`src/rtl/ipg_pkg.sv`:
```
package ipg_pkg;
  localparam int MIN_GAP_BITS = 96;

  typedef enum logic [1:0] {
    ST_IDLE   = 2'd0,
    ST_DIVIDE = 2'd1,
    ST_COUNT  = 2'd2
  } ipg_state_e;
endpackage

```
`src/rtl/ipg_mul.sv`:
```
module ipg_mul #(
  parameter int A_W = 16,
  parameter int B_W = 8
) (
  input  logic [A_W-1:0]     a,
  input  logic [B_W-1:0]     b,
  output logic [A_W+B_W-1:0] p
);
  localparam int P_W = A_W + B_W;
  // Both operands widened first so the product keeps every bit.
  assign p = P_W'(a) * P_W'(b);
endmodule

```
`src/rtl/ipg_div.sv`:
```
module ipg_div #(
  parameter int N_W = 24,
  parameter int D_W = 9
) (
  input  logic           clk,
  input  logic           rst_n,
  input  logic           start,
  input  logic [N_W-1:0] dividend,
  input  logic [D_W-1:0] divisor,
  output logic           done,
  output logic [N_W-1:0] quotient
);
  localparam int CNT_W = $clog2(N_W + 1);

  logic [D_W-1:0]   rem_q;
  logic [N_W-1:0]   quo_q;
  logic [D_W-1:0]   dvs_q;
  logic [CNT_W-1:0] cnt_q;
  logic             active_q;
  logic             done_q;
  logic [D_W:0]     shifted;
  logic             fits;

  assign shifted  = {rem_q, quo_q[N_W-1]};
  assign fits     = shifted >= {1'b0, dvs_q};
  assign done     = done_q;
  assign quotient = quo_q;

  // Restoring division, one quotient bit per clock, most significant first.
  always_ff @(posedge clk) begin
    if (!rst_n) begin
      rem_q    <= '0;
      quo_q    <= '0;
      dvs_q    <= D_W'(1);
      cnt_q    <= '0;
      active_q <= 1'b0;
      done_q   <= 1'b0;
    end else if (start) begin
      rem_q    <= '0;
      quo_q    <= dividend;
      dvs_q    <= divisor;
      cnt_q    <= CNT_W'(N_W);
      active_q <= 1'b1;
      done_q   <= 1'b0;
    end else if (active_q) begin
      rem_q    <= fits ? D_W'(shifted - {1'b0, dvs_q}) : D_W'(shifted);
      quo_q    <= {quo_q[N_W-2:0], fits};
      cnt_q    <= cnt_q - CNT_W'(1);
      active_q <= cnt_q != CNT_W'(1);
      done_q   <= cnt_q == CNT_W'(1);
    end else begin
      done_q <= 1'b0;
    end
  end
endmodule

```
`src/rtl/ipg_gap_timer.sv`:
```
module ipg_gap_timer #(
  parameter int W = 24
) (
  input  logic         clk,
  input  logic         rst_n,
  input  logic         load,
  input  logic [W-1:0] load_val,
  input  logic         tick,
  output logic         last,
  output logic         elapsed
);
  logic [W-1:0] left_q;
  logic         elapsed_q;

  assign last    = tick && (left_q == W'(1));
  assign elapsed = elapsed_q;

  always_ff @(posedge clk) begin
    if (!rst_n) begin
      left_q    <= '0;
      elapsed_q <= 1'b0;
    end else begin
      if (load) begin
        left_q <= load_val;
      end else if (tick && left_q != '0) begin
        left_q <= left_q - W'(1);
      end
      elapsed_q <= last;
    end
  end
endmodule

```
`src/rtl/ipg_stretch_calc.sv`:
```
module ipg_stretch_calc #(
  parameter int LEN_W = 16,
  parameter int MUL_W = 8,
  parameter int DIV_W = 8
) (
  input  logic                   clk,
  input  logic                   rst_n,
  input  logic                   fe_valid,
  output logic                   fe_ready,
  input  logic [LEN_W-1:0]       fe_len,
  input  logic                   stretch_en,
  input  logic                   full_duplex,
  input  logic [MUL_W+DIV_W-1:0] stretch_cfg,
  input  logic                   bit_tick,
  output logic                   gap_valid,
  output logic [LEN_W+MUL_W-1:0] gap_bits,
  output logic                   gap_busy,
  output logic                   gap_elapsed
);
  import ipg_pkg::*;

  localparam int GAP_W = LEN_W + MUL_W;
  localparam int DVS_W = DIV_W + 1;

  ipg_state_e       state_q;
  logic             accept;
  logic             stretch_on;
  logic [GAP_W-1:0] product;
  logic [DVS_W-1:0] divisor;
  logic             div_start;
  logic             div_done;
  logic [GAP_W-1:0] quotient;
  logic [GAP_W-1:0] clamped;
  logic             timer_load;
  logic [GAP_W-1:0] load_val;
  logic             timer_last;
  logic [GAP_W-1:0] gap_q;
  logic             gap_valid_q;

  assign fe_ready   = state_q == ST_IDLE;
  assign accept     = fe_valid && fe_ready;
  assign stretch_on = stretch_en && full_duplex;
  assign divisor    = DVS_W'(stretch_cfg[MUL_W+DIV_W-1:MUL_W]) + DVS_W'(1);
  assign div_start  = accept && stretch_on;

  ipg_mul #(.A_W(LEN_W), .B_W(MUL_W)) mul_i (
    .a (fe_len),
    .b (stretch_cfg[MUL_W-1:0]),
    .p (product)
  );

  ipg_div #(.N_W(GAP_W), .D_W(DVS_W)) div_i (
    .clk      (clk),
    .rst_n    (rst_n),
    .start    (div_start),
    .dividend (product),
    .divisor  (divisor),
    .done     (div_done),
    .quotient (quotient)
  );

  assign clamped    = (quotient < GAP_W'(MIN_GAP_BITS)) ? GAP_W'(MIN_GAP_BITS) : quotient;
  assign timer_load = (accept && !stretch_on) || (state_q == ST_DIVIDE && div_done);
  assign load_val   = (state_q == ST_DIVIDE) ? clamped : GAP_W'(MIN_GAP_BITS);

  ipg_gap_timer #(.W(GAP_W)) tmr_i (
    .clk      (clk),
    .rst_n    (rst_n),
    .load     (timer_load),
    .load_val (load_val),
    .tick     (bit_tick && state_q == ST_COUNT),
    .last     (timer_last),
    .elapsed  (gap_elapsed)
  );

  always_ff @(posedge clk) begin
    if (!rst_n) begin
      state_q     <= ST_IDLE;
      gap_q       <= GAP_W'(MIN_GAP_BITS);
      gap_valid_q <= 1'b0;
    end else begin
      gap_valid_q <= timer_load;
      if (timer_load) gap_q <= load_val;
      unique case (state_q)
        ST_IDLE:   if (accept) state_q <= stretch_on ? ST_DIVIDE : ST_COUNT;
        ST_DIVIDE: if (div_done) state_q <= ST_COUNT;
        ST_COUNT:  if (timer_last) state_q <= ST_IDLE;
        default:   state_q <= ST_IDLE;
      endcase
    end
  end

  assign gap_valid = gap_valid_q;
  assign gap_bits  = gap_q;
  assign gap_busy  = state_q != ST_IDLE;
endmodule

```
`config.mk`:
```
export PLATFORM = sky130hd
export DESIGN_NAME = ipg_stretch_calc
export DESIGN_NICKNAME = d
export VERILOG_FILES = /design/src/rtl/ipg_pkg.sv /design/src/rtl/ipg_mul.sv /design/src/rtl/ipg_div.sv /design/src/rtl/ipg_gap_timer.sv /design/src/rtl/ipg_stretch_calc.sv
export SDC_FILE = /design/constraint.sdc
export NUM_CORES = 1
export LEC_CHECK = 0
export ABC_AREA = 1
export BUFFER_PORTS_ARGS = -buffer_cell sky130_fd_sc_hd__buf_2
export CAP_MARGIN = 10
export CORE_MARGIN = 4
export CORE_UTILIZATION = 55
export CTS_CLUSTER_DIAMETER = 100
export DETAILED_ROUTE_END_ITERATION = 8
export HOLD_SLACK_MARGIN = 0.02
export PLACE_DENSITY = 0.74
export SYNTH_ARGS = -nofsm -noshare
export SYNTH_HDL_FRONTEND = slang
export SYNTH_SLANG_ARGS = --single-unit
```
`constraint.sdc`:
```
create_clock -name clk -period 10.3 [get_ports clk]
set_input_delay 0.515 -clock clk [delete_from_list [all_inputs] [get_ports clk]]
set_output_delay 0.515 -clock clk [all_outputs]
set_load 0.01 [all_outputs]
```
==> impl_summary.md <==
Outcome
The run finished with clean final reports.

Detailed routing
The first routing iteration left 712 violations. Summed over all layers, the routed wires come to 23400 um. The number of nets still failing antenna checks after routing is 0.

The routed layout has 9078 vias. After detailed routing, the average wire length per cell comes to 13.5 um. Using the TritonRoute via totals, the vias-per-cell ratio works out to 5.23.

The pre-antenna-repair detailed-routing pass consisted of 5 iterations. After detailed routing, the number of remaining DRC violations is 0.

Logic synthesis
Counting every instance in the synthesized netlist gives 1490. The netlist area before placement is 9860 um^2. The Yosys step of the flow raised 0 warnings. The share of synthesized area occupied by flip-flops and latches is 20.5%. Of all flip-flops after synthesis, the portion carrying an async set or reset was 0%.

The post-synthesis average cell area is 6.62 um^2. The flip-flop and latch count after synthesis is 101. The number of flops mapped to enable cells by yosys is 0. The leading register cell type out of synthesis is dfxtp_1. The netlist uses 41 different library cells. Counting every net in the synthesized netlist gives 1671.

Power and ir drop
The design draws 0.00193 W. The power density of the placed cells is 183 nW/um^2. The maximum ir drop on the vdd rail is 0.105 mV.

The reported leakage power is 5.94 nW.

Clocking
Once the clock tree was built, the resizer swapped 0 gates to a different size. The number of levels in the clock H-tree is 3. The number of hold buffers added after CTS is 0.

The worst-skew pair later-pin latency is 0.35 ns. The TritonCTS clock tree is built. The clock-pin slew on the worst setup and hold paths is 0.08 ns. The clock root buffer master is clkbuf_16.

The post-CTS setup repair buffer count is 0. The clock net in this run drives a total of 101 sinks. TritonCTS created 9 clock buffers. The clock passes through at most 2 buffers.

STA
The actual transition at the worst max-transition pin is 0.937 ns. The max-slew violation count was 0. The max-slew headroom at the worst pin is 37.5%. Subtracting the final worst setup slack from the clock period gives 4.36 ns. In the final timing run, aggregate negative setup slack is 0 ns. The ratio of final minimum period to clock period is 42.3%. Final hold analysis gives a worst-case slack of 0.381 ns. For this run, the top clock speed supported by timing is 0.230 GHz.

The final-report hold violation count is 0. Setup repair after global routing left no endpoint under its margin. Setup violations remaining at the end of the flow were counted as 0. The worst-case clock skew is 0.0102 ns.

The least setup slack across all paths after layout is 5.94 ns.

Floorplanning
Once the floorplan was initialized, standard cells occupied 56.6% of the core. The floorplan step set the die height to 142 um. The row count is 48.

The total I/O pin count is 66. The placeable core region is 17400 um^2. The die covers 20100 um^2. From left edge to right edge, the die measures 142 um.

GRT
The wire length of the first global-routing pass is 40700 um. The initial antenna violation count was 0. The via count of the first global-routing pass is 8670. Summed over all layers, the global routing overflow is 0. The overall track demand over capacity in global routing is 24.2%. Entering global routing, the biggest net connects 44 pins.

Setup path
The worst setup path is launched from an input port. The data required time at the worst endpoint is 10.54 ns. In this run the register-to-register setup slack is 6.86 ns. The critical path in this run is classified as in2reg. Data on the critical path arrives at its endpoint at 4.59 ns. STA classifies the critical path endpoint as a register. The maximum fanout along the worst path is 16.

Placement
The HPWL after detailed placement is 18100 um. Buffers placed on the I/O ports in this run total 65. Timing analysis after detailed placement gives a worst setup slack of 5.60 ns.

The congestion estimate from routability-driven global placement came to 0.958.

Final layout
The antenna diode count is 0. The share of final-layout standard cells stronger than drive strength 1 is 7.28%. The fraction of the core area covered by cells at the end of the flow is 60.3%. After filler insertion, the fill cell instance count of the layout stands at 1751. The final layout contains 1687 nets. The layout-stage area growth over the synthesis result is 6.56%.

Hold path
The type of the worst min-delay path is in2reg.

Flow run
The tool flagged a number of max-cap violations equal to 0.
-- through the flow --
stage	cell area (um^2)	std cells
detailed placement	10200	1720
global placement	10200	1720
global route	10500	1736
CTS	10500	1736
floorplan	9860	1490
finish	10500	1736
-- cells in the mapped netlist (all sizes together) (13+ instances only) --
cell type | number | share of area [%]
fa | 85 | 17
nand2 | 399 | 15
nand3 | 85 | 4.4
ha | 58 | 7.4
buf | 14 | 0.79
nand4 | 13 | 0.82
nor2 | 107 | 4.4
inv | 322 | 12
clkbuf | 50 | 1.9
o21ai | 68 | 3.5
xor2 | 19 | 1.7
a21oi | 104 | 5.3
dfxtp | 101 | 21
-- sequential cells by signal (all words and copies together) (netlist names) --
register	count
div_i.rem_q	9
div_i.active_q	1
gap_valid	1
div_i.quotient	24
tmr_i.left_q	24
state_q	2
div_i.done	1
div_i.cnt_q	5
div_i.dvs_q	9
gap_bits	24
tmr_i.elapsed	1
-- critical path: stages --
cell	delay [ns]
buf_2	0.30
nand2_1	0.09
inv_1	0.09
fa_1	0.44
fa_1	0.52
fa_1	0.54
inv_1	0.05
fa_1	0.53
inv_1	0.04
ha_1	0.34
nand2_1	0.15
inv_1	0.07
a21oi_1	0.23
nand3_1	0.20
or2_2	0.32
nand3_1	0.08
a21oi_1	0.08
-- power by group --
part | internal (W) | leakage, nW | switching [W]
clock | 0.000166 | 0.129 | 0.000153
combinational | 0.000414 | 4.99 | 0.000750
sequential | 0.000416 | 0.823 | 0.0000284
-- cell type report --
| class | instances | area [um^2] | share of cell area, % |
|---|---|---|---|
| Multi-Input combinational cell | 999 | 6350 | 60.4 |
| Sequential cell | 101 | 2020 | 19.2 |
| Clock buffer | 10 | 229 | 2.18 |
| Tap cell | 225 | 282 | 2.68 |
| Timing Repair Buffer | 69 | 355 | 3.38 |
| Inverter | 326 | 1220 | 11.7 |
| Clock inverter | 6 | 46.3 | 0.441 |
-- cell families after synthesis --
group                    synth area share [%]
AO/OA/AOI/OAI                            10.1
XOR/XNOR                                 2.49
adder cells (fa/ha/maj)                  24.6
buffers and inverters                    15.1
flip-flops                               20.5
multiplexers                            0.406
AND/OR/NAND/NOR                          26.8
-- placed cells by master, fill, tap and decap left out, drive strengths merged, types with 2 or more instances in the layout --
master / instances
o32ai: 2
nor2: 107
fa: 85
xor2: 19
nor3: 8
o22ai: 5
o21ai: 68
nand2: 399
clkinv: 6
clkbuf: 10
nand3b: 4
ha: 58
xnor2: 9
nand4: 13
a21boi: 4
clkinvlp: 2
a21oi: 104
and3: 3
or2: 11
inv: 324
nand3: 85
mux2i: 4
dfxtp: 101
o21bai: 4
buf: 69
nor4: 3
-- metal layers --
metal	share of wire (%)	GRT usage [%]	routed length [um]	up-vias
met2	46	39.2	10700	272
met1	46	34.6	10800	4216
met4	1.6	5.25	376	0
li1	-	-	-	4551
met5	0	0	0	-
met3	6.4	3.27	1490	39
-- final timing paths --
kind,from,depth (start not counted),endpoint
worst min-delay path,stretch_cfg[8],2,div_i.dvs_q[0]
worst max register to register,state_q[0],10,tmr_i.left_q[23]
worst min register to register,gap_bits[20],2,gap_bits[20]
worst max-delay path,stretch_cfg[6],17,div_i.quotient[12]
Power figures use the tool's default switching activity.
